===== config.mk =====
export PLATFORM = sky130hd
export DESIGN_NAME = aux_sysctl
export DESIGN_NICKNAME = d
export VERILOG_FILES = /design/src/rtl/aux_sysctl_pkg.sv /design/src/rtl/aux_plain_reg.sv /design/src/rtl/aux_power_ctrl.sv /design/src/rtl/aux_strobe_regs.sv /design/src/rtl/aux_sysctl.sv
export SDC_FILE = /design/constraint.sdc
export NUM_CORES = 1
export LEC_CHECK = 0
export BUFFER_PORTS_ARGS = -buffer_cell sky130_fd_sc_hd__buf_2
export CORE_ASPECT_RATIO = 0.5
export CORE_UTILIZATION = 40
export DETAILED_ROUTE_END_ITERATION = 8
export PLACE_DENSITY = 0.76
export SLEW_MARGIN = 0
export SYNTH_ARGS = -nofsm -noshare
export SYNTH_HDL_FRONTEND = slang
export SYNTH_SLANG_ARGS = --single-unit

===== constraint.sdc =====
create_clock -name clk -period 1 [get_ports clk]
set_input_delay 0.2 -clock clk [delete_from_list [all_inputs] [get_ports clk]]
set_output_delay 0.2 -clock clk [all_outputs]
set_load 0.02 [all_outputs]

===== src/rtl/aux_sysctl_pkg.sv =====
package aux_sysctl_pkg;

    localparam int BYTE_W  = 8;
    localparam int NUM_SEL = 7;

    localparam int SEL_CFG   = 0;
    localparam int SEL_DIAG  = 1;
    localparam int SEL_MODEM = 2;
    localparam int SEL_AUX1  = 3;
    localparam int SEL_AUX2  = 4;
    localparam int SEL_LED   = 5;
    localparam int SEL_SYS   = 6;

    localparam int CFG_IRQ_EN_BIT = 3;
    localparam int AUX1_TC_BIT    = 1;
    localparam int SYS_GO_BIT     = 0;

    typedef logic [BYTE_W-1:0] byte_t;

    localparam byte_t SYS_RESET_STAT = 8'h02;

    typedef struct packed {
        logic [1:0] spare_hi;
        logic       pf;
        logic [2:0] spare_mid;
        logic       int_clr;
        logic       pwr_off;
    } aux2_t;

    function automatic aux2_t aux2_update(aux2_t cur, logic we, byte_t wd, logic pf_new);
        aux2_t n;
        aux2_t w;
        w = aux2_t'(wd);
        n = cur;
        n.pf = pf_new;
        if (we) begin
            n         = '0;
            n.pwr_off = w.pwr_off;
            n.int_clr = w.int_clr;
            n.pf      = pf_new;
            if (w.int_clr) begin
                n.int_clr = 1'b0;
                n.pf      = 1'b0;
            end
        end
        return n;
    endfunction

endpackage


===== src/rtl/aux_plain_reg.sv =====
module aux_plain_reg #(
    parameter int W           = 8,
    parameter bit KEEP_ON_RST = 1'b0
) (
    input  logic         clk,
    input  logic         rst,
    input  logic         por,
    input  logic         we,
    input  logic [W-1:0] d,
    output logic [W-1:0] q
);

    generate
        if (KEEP_ON_RST) begin : g_keep
            always_ff @(posedge clk) begin
                if (por)     q <= '0;
                else if (we) q <= d;
            end
        end else begin : g_clear
            always_ff @(posedge clk) begin
                if (por || rst) q <= '0;
                else if (we)    q <= d;
            end
        end
    endgenerate

    logic por_seen;
    always_ff @(posedge clk) begin
        if (por) por_seen <= 1'b1;
    end


    store_chk: assert property (@(posedge clk)
        disable iff (por || rst || (por_seen !== 1'b1))
        we |=> q == $past(d));

endmodule


===== src/rtl/aux_power_ctrl.sv =====
module aux_power_ctrl
    import aux_sysctl_pkg::*;
(
    input  logic  clk,
    input  logic  rst,
    input  logic  por,
    input  logic  cfg_en,
    input  logic  we,
    input  byte_t wd,
    input  logic  pf_in,
    output byte_t aux2_q,
    output logic  irq,
    output logic  pwr_off_req
);

    aux2_t aux2_r;
    aux2_t aux2_nxt;
    logic  pf_prev;
    logic  pf_new;

    always_comb begin
        pf_new   = (pf_in != pf_prev) ? (pf_in & cfg_en) : aux2_r.pf;
        aux2_nxt = aux2_update(aux2_r, we, wd, pf_new);
    end

    always_ff @(posedge clk) begin
        if (por || rst) begin
            aux2_r      <= '0;
            pf_prev     <= 1'b0;
            irq         <= 1'b0;
            pwr_off_req <= 1'b0;
        end else begin
            pf_prev     <= pf_in;
            aux2_r      <= aux2_nxt;
            irq         <= aux2_r.pf & cfg_en;
            pwr_off_req <= we & wd[0];
        end
    end

    assign aux2_q = byte_t'(aux2_r);

    logic armed;
    always_ff @(posedge clk) begin
        if (por || rst) armed <= 1'b0;
        else            armed <= 1'b1;
    end


    irq_follow_chk: assert property (@(posedge clk)
        disable iff (por || rst || !armed)
        irq == $past(aux2_q[5] & cfg_en));


    pf_sticky_chk: assert property (@(posedge clk)
        disable iff (por || rst || !armed)
        (!we && (pf_in == pf_prev)) |=> $stable(aux2_q[5]));


    int_clr_chk: assert property (@(posedge clk)
        disable iff (por || rst || !armed)
        (we && wd[1]) |=> (aux2_q[5] == 1'b0) && (aux2_q[1] == 1'b0));


    pwr_off_chk: assert property (@(posedge clk)
        disable iff (por || rst || !armed)
        (we && wd[0]) |=> (pwr_off_req && aux2_q[0]));

endmodule


===== src/rtl/aux_strobe_regs.sv =====
module aux_strobe_regs
    import aux_sysctl_pkg::*;
#(
    parameter int WORD_W = 32
) (
    input  logic              clk,
    input  logic              rst,
    input  logic              por,
    input  logic              aux1_we,
    input  byte_t             aux1_wd,
    input  logic              sys_we,
    input  logic              sys_go,
    output byte_t             aux1_q,
    output logic              tc_strobe,
    output logic [WORD_W-1:0] sys_q,
    output logic              sys_rst_req
);

    localparam int PAD_W = WORD_W - BYTE_W;
    localparam logic [WORD_W-1:0] SYS_LOAD = {{PAD_W{1'b0}}, SYS_RESET_STAT};

    byte_t aux1_masked;

    always_comb begin
        aux1_masked              = aux1_wd;
        aux1_masked[AUX1_TC_BIT] = 1'b0;
    end

    always_ff @(posedge clk) begin
        if (por || rst) begin
            aux1_q      <= '0;
            tc_strobe   <= 1'b0;
            sys_rst_req <= 1'b0;
        end else begin
            if (aux1_we) aux1_q <= aux1_masked;
            tc_strobe   <= aux1_we & aux1_wd[AUX1_TC_BIT];
            sys_rst_req <= sys_we & sys_go;
        end
    end

    always_ff @(posedge clk) begin
        if (por)                   sys_q <= '0;
        else if (sys_we && sys_go) sys_q <= SYS_LOAD;
    end

    logic armed;
    logic por_seen;
    always_ff @(posedge clk) begin
        if (por || rst) armed <= 1'b0;
        else            armed <= 1'b1;
        if (por)        por_seen <= 1'b1;
    end


    tc_chk: assert property (@(posedge clk)
        disable iff (por || rst || !armed)
        (aux1_we && aux1_wd[AUX1_TC_BIT]) |=> (tc_strobe && !aux1_q[AUX1_TC_BIT]));


    sys_val_chk: assert property (@(posedge clk)
        disable iff (por || (por_seen !== 1'b1))
        (sys_q == '0) || (sys_q == SYS_LOAD));


    sys_req_chk: assert property (@(posedge clk)
        disable iff (por || rst || !armed || (por_seen !== 1'b1))
        sys_rst_req |-> (sys_q == SYS_LOAD));

endmodule


===== src/rtl/aux_sysctl.sv =====
module aux_sysctl
    import aux_sysctl_pkg::*;
#(
    parameter int LED_W  = 16,
    parameter int WORD_W = 32,
    parameter int OFS_W  = 2
) (
    input  logic               clk,
    input  logic               rst,
    input  logic               por,
    input  logic [NUM_SEL-1:0] reg_sel,
    input  logic               wr_en,
    input  logic [OFS_W-1:0]   offset,
    input  logic [WORD_W-1:0]  wdata,
    output logic [WORD_W-1:0]  rdata,
    input  logic               pwr_failing,
    output logic               pf_irq,
    output logic               tc_strobe,
    output logic               pwr_off_req,
    output logic               sys_rst_req
);

    localparam int BPAD_W = WORD_W - BYTE_W;
    localparam int LPAD_W = WORD_W - LED_W;

    logic [NUM_SEL-1:0] we;
    logic               ofs_zero;
    byte_t              wbyte;

    byte_t              cfg_q;
    byte_t              diag_q;
    byte_t              modem_q;
    byte_t              aux1_q;
    byte_t              aux2_q;
    logic [LED_W-1:0]   led_q;
    logic [WORD_W-1:0]  sys_q;

    assign we       = reg_sel & {NUM_SEL{wr_en}};
    assign ofs_zero = (offset == '0);
    assign wbyte    = wdata[BYTE_W-1:0];

    aux_plain_reg #(.W(BYTE_W), .KEEP_ON_RST(1'b0)) u_cfg (
        .clk(clk), .rst(rst), .por(por), .we(we[SEL_CFG]), .d(wbyte), .q(cfg_q));

    aux_plain_reg #(.W(BYTE_W), .KEEP_ON_RST(1'b1)) u_diag (
        .clk(clk), .rst(rst), .por(por), .we(we[SEL_DIAG]), .d(wbyte), .q(diag_q));

    aux_plain_reg #(.W(BYTE_W), .KEEP_ON_RST(1'b0)) u_modem (
        .clk(clk), .rst(rst), .por(por), .we(we[SEL_MODEM]), .d(wbyte), .q(modem_q));

    aux_plain_reg #(.W(LED_W), .KEEP_ON_RST(1'b1)) u_led (
        .clk(clk), .rst(rst), .por(por), .we(we[SEL_LED]),
        .d(wdata[LED_W-1:0]), .q(led_q));

    aux_power_ctrl u_pwr (
        .clk(clk), .rst(rst), .por(por),
        .cfg_en(cfg_q[CFG_IRQ_EN_BIT]),
        .we(we[SEL_AUX2]), .wd(wbyte), .pf_in(pwr_failing),
        .aux2_q(aux2_q), .irq(pf_irq), .pwr_off_req(pwr_off_req));

    aux_strobe_regs #(.WORD_W(WORD_W)) u_strb (
        .clk(clk), .rst(rst), .por(por),
        .aux1_we(we[SEL_AUX1]), .aux1_wd(wbyte),
        .sys_we(we[SEL_SYS] & ofs_zero), .sys_go(wdata[SYS_GO_BIT]),
        .aux1_q(aux1_q), .tc_strobe(tc_strobe),
        .sys_q(sys_q), .sys_rst_req(sys_rst_req));

    always_comb begin
        rdata = '0;
        if (reg_sel[SEL_CFG])   rdata = rdata | {{BPAD_W{1'b0}}, cfg_q};
        if (reg_sel[SEL_DIAG])  rdata = rdata | {{BPAD_W{1'b0}}, diag_q};
        if (reg_sel[SEL_MODEM]) rdata = rdata | {{BPAD_W{1'b0}}, modem_q};
        if (reg_sel[SEL_AUX1])  rdata = rdata | {{BPAD_W{1'b0}}, aux1_q};
        if (reg_sel[SEL_AUX2])  rdata = rdata | {{BPAD_W{1'b0}}, aux2_q};
        if (reg_sel[SEL_LED])   rdata = rdata | {{LPAD_W{1'b0}}, led_q};
        if (reg_sel[SEL_SYS] && ofs_zero) rdata = rdata | sys_q;
    end


    idle_read_chk: assert property (@(posedge clk)
        disable iff (por || rst)
        (reg_sel == '0) |-> (rdata == '0));

endmodule


==> impl_metrics.prom <==
# TYPE chip_impl_metric gauge
chip_impl_info{name="outcome",value="finished, violations left"} 1
chip_impl_info{name="violations_in_the_final_reports",value="negative setup slack"} 1
chip_impl_metric{name="synth.avg_cell_area",unit="sq um"} 7.90
chip_impl_metric{name="dr_total_vias",unit=""} 2216
chip_impl_info{name="maxUsedRoutingLayer",value="met4"} 1
chip_impl_metric{name="initial_antenna_violation_count",unit=""} 0
chip_impl_metric{name="wl_met3",unit="microns"} 414
chip_impl_metric{name="io-pin-count",unit=""} 82
chip_impl_metric{name="time_the_worst_path_needs_with_i_o_delays_and_setup",unit="ps"} 1520
chip_impl_metric{name="start_util",unit="%"} 42.3
chip_impl_info{name="cell_type_with_the_largest_total_area_after_synthesis",value="sky130_fd_sc_hd__dfxtp_1"} 1
chip_impl_metric{name="tns",unit="ps"} -3450
chip_impl_metric{name="drt-total-wl",unit="microns"} 5880
chip_impl_info{name="ctsRootBufferMaster",value="sky130_fd_sc_hd__clkbuf_16"} 1
chip_impl_metric{name="insertion_delay_of_the_later_clocked_pin_in_the_worst_skew_pair",unit="ps"} 290
chip_impl_metric{name="detail_route.drc_violations",unit=""} 0
chip_impl_metric{name="finClkSkew",unit="ps"} 0.528
chip_impl_info{name="kind_of_start_point_of_the_critical_path",value="flip-flop"} 1
chip_impl_info{name="most-common-layout-cells",value="74 x sky130_fd_sc_hd__nand2_1, 50 x sky130_fd_sc_hd__a21oi_1, 36 x sky130_fd_sc_hd__dfxtp_1"} 1
chip_impl_info{name="netlist_top_cells_area",value="sky130_fd_sc_hd__dfxtp_1 47%, sky130_fd_sc_hd__nand2_1 12%, sky130_fd_sc_hd__a21oi_1 11%"} 1
chip_impl_metric{name="ir_drop",unit="V"} 0.000793
chip_impl_metric{name="grt_max_degree",unit=""} 26
chip_impl_metric{name="place_ws",unit="ps"} -282
chip_impl_info{name="hold_class",value="in2reg"} 1
chip_impl_metric{name="cts_inserted_buffers",unit=""} 5
chip_impl_metric{name="total_leakage_power",unit="nW"} 1.27
chip_impl_metric{name="grt.overflow.total",unit=""} 0
chip_impl_metric{name="die_w",unit="microns"} 111
chip_impl_metric{name="drive_above_1_share",unit="%"} 35.4
chip_impl_metric{name="synthesis.area",unit="sq um"} 2360
chip_impl_metric{name="holdBufCountCts",unit=""} 0
chip_impl_info{name="layout.cells.most_common",value="sky130_fd_sc_hd__nand2_1"} 1
chip_impl_metric{name="drtIter0Drc",unit=""} 143
chip_impl_metric{name="gr-usage-all-layers",unit="%"} 19.2
chip_impl_metric{name="numPlacedInstances",unit=""} 422
chip_impl_metric{name="finalSetupViolations",unit=""} 16
chip_impl_metric{name="report.final.hold_viol_count",unit=""} 0
chip_impl_metric{name="fp.dieH",unit="microns"} 56.3
chip_impl_info{name="setup.worst_path.class",value="reg2out"} 1
chip_impl_metric{name="ctsLongestPathBuffers",unit=""} 2
chip_impl_metric{name="grt_pass1_vias",unit=""} 1999
chip_impl_metric{name="routed_via_density",unit=""} 5.17
chip_impl_metric{name="firstDrtPassIters",unit=""} 5
chip_impl_metric{name="fmax",unit="MHz"} 658
chip_impl_info{name="tritoncts",value="yes"} 1
chip_impl_metric{name="wl_per_cell",unit="microns"} 13.7
chip_impl_metric{name="layout.nets",unit=""} 402
chip_impl_metric{name="i_o_buffers",unit=""} 49
chip_impl_info{name="rsz0062_at_grt",value="true"} 1
chip_impl_metric{name="clock_tree.htree_level_count",unit=""} 2
chip_impl_metric{name="netlist_instances",unit=""} 299
chip_impl_metric{name="power_density",unit="nW/um^2"} 1590
chip_impl_metric{name="synth.yosys.seq_area_share",unit="%"} 46.6
chip_impl_metric{name="syn2layout_area_growth",unit="%"} 31.3
chip_impl_metric{name="report.final.slew_viol_count",unit=""} 0
chip_impl_metric{name="dp.final_hpwl",unit="microns"} 4220
chip_impl_metric{name="netlist-cell-type-count",unit=""} 19
chip_impl_metric{name="yosys_warnings",unit=""} 0
chip_impl_metric{name="placementRows",unit=""} 19
chip_impl_metric{name="highest_net_fanout_along_the_worst_path",unit=""} 2
chip_impl_metric{name="wl_met2",unit="microns"} 2840
chip_impl_metric{name="critical_path_required",unit="ps"} 800
chip_impl_metric{name="fill_cells",unit=""} 475
chip_impl_metric{name="fin_crit_sh",unit="%"} 152
chip_impl_metric{name="synth.ff_latch_count",unit=""} 55
chip_impl_metric{name="post_cts.repair.setup_buffers",unit=""} 0
chip_impl_metric{name="grt_pass1_wl",unit="microns"} 9430
chip_impl_metric{name="gpl.final_weighted_congestion",unit=""} 0.808
chip_impl_info{name="endpoint_kind",value="output pin"} 1
chip_impl_metric{name="placeable_core_area",unit="sq um"} 5590
chip_impl_metric{name="route.antenna.remaining_nets",unit=""} 0
chip_impl_metric{name="yosysTopAreaCellShare",unit="%"} 46.6
chip_impl_metric{name="antenna-diode-count",unit=""} 0
chip_impl_metric{name="number_of_maximum_capacitance_constraint_violations",unit=""} 0
chip_impl_metric{name="drt-met1-wl",unit="microns"} 2590
chip_impl_metric{name="stdcell_count",unit=""} 429
chip_impl_metric{name="tritoncts_num_sinks",unit=""} 55
chip_impl_metric{name="setup_ws",unit="ps"} -520
chip_impl_metric{name="dieArea",unit="sq um"} 6230
chip_impl_metric{name="cts.clk_slew.worst_paths",unit="ps"} 70
chip_impl_metric{name="cp.arrival",unit="ps"} 1320
==> registers in the layout (all words and copies together), names as in the netlist <==
name and count:
u_pwr.pwr_off_req 1, u_strb.tc_strobe 1, u_strb.sys_rst_req 1, u_pwr.irq 1, u_pwr.aux2_q 2, u_strb.aux1_q 7
u_led.q 16, u_cfg.q 8, u_modem.q 8, u_diag.q 8, u_strb.sys_q 1, u_pwr.pf_prev 1
==> cell usage after synthesis, drive strengths merged <==
library cell and count:
conb 1, a311oi 1, a222oi 5, inv 2, a22oi 13, nand4 1
buf 30, or2 1, and2 9, clkbuf 10, dfxtp 55, xnor2 1
and3b 1, a21oi 50, nand3 37, nor2 6, nand2 76
==> per-layer routing <==
metal | GRT usage, % | vias to the layer above
li1 | - | 1096
met1 | 25.2 | 1027
met2 | 31.9 | 89
met3 | 3.67 | 4
met4 | 7.24 | 0
met5 | 0 | -
==> worst paths after layout <==
check                                  from  slack (ps)  depth (start not counted)               to
worst max-delay path            u_diag.q[3]        -520                          3         rdata[3]
worst min-delay path              wdata[13]         140                          3      u_led.q[13]
worst max register to register   u_cfg.q[3]          60                          4  u_pwr.aux2_q[5]
worst min register to register  u_led.q[13]         450                          2      u_led.q[13]
==> kinds of logic (layout without fill, tap and decap cells) <==
| kind of cell | Yosys count | count (layout) | share of synthesized area, % |
|---|---|---|---|
| DFF | 55 | 55 | 46.6 |
| xor gates and xnor gates | 1 | 1 | 0.371 |
| other | 1 | 16 | 0.159 |
| buffers and inverters | 42 | 84 | 11.1 |
| and+or+nand+nor | 131 | 131 | 24.3 |
| AOI/OAI and AO/OA | 69 | 69 | 17.5 |
==> timing repair <==
| action | 4_1_cts | 5_1_grt |
|---|---|---|
| endpoints found under the hold margin | 0 | 0 |
| pin swaps | 13 | 8 |
| setup endpoints to repair | 16 | 17 |
| gates resized for setup | 51 | 11 |
==> worst max-delay path, cell delays in order, from the launching register on <==
cell                       delay, ps
sky130_fd_sc_hd__dfxtp_1         310
sky130_fd_sc_hd__a222oi_1        400
sky130_fd_sc_hd__nand2_1         130
sky130_fd_sc_hd__buf_2           180
==> cell type report <==
cell class,instances,area [sq um],share of cell area [%]
clock inverters,2,37.5,1.21
multi-input cells,217,1140,36.9
well taps,73,91.3,2.95
inverters,2,7.51,0.242
flip-flops and latches,55,1120,36.3
clock buffers,5,125,4.04
repair buffers,75,568,18.3
==> per-stage QoR <==
step           util [%]  area, sq um  hold slack, ps  power, mW
2_1_floorplan         -         2490             311       2.79
3_3_place_gp       49.6         2770             436       2.96
3_5_place_dp       49.6         2770             443       2.98
4_1_cts            55.0         3070             141       4.94
5_1_grt            55.5         3100             156       5.09
6_report           55.5         3100             138       4.92
==> power by group <==
part           total (mW)  internal [mW]  switching [mW]
registers            2.31           2.27          0.0400
clock network        1.92           1.17           0.750
logic               0.695          0.280           0.415
total                4.92           3.71            1.21
Note: power is estimated with default switching activity, not from simulation.
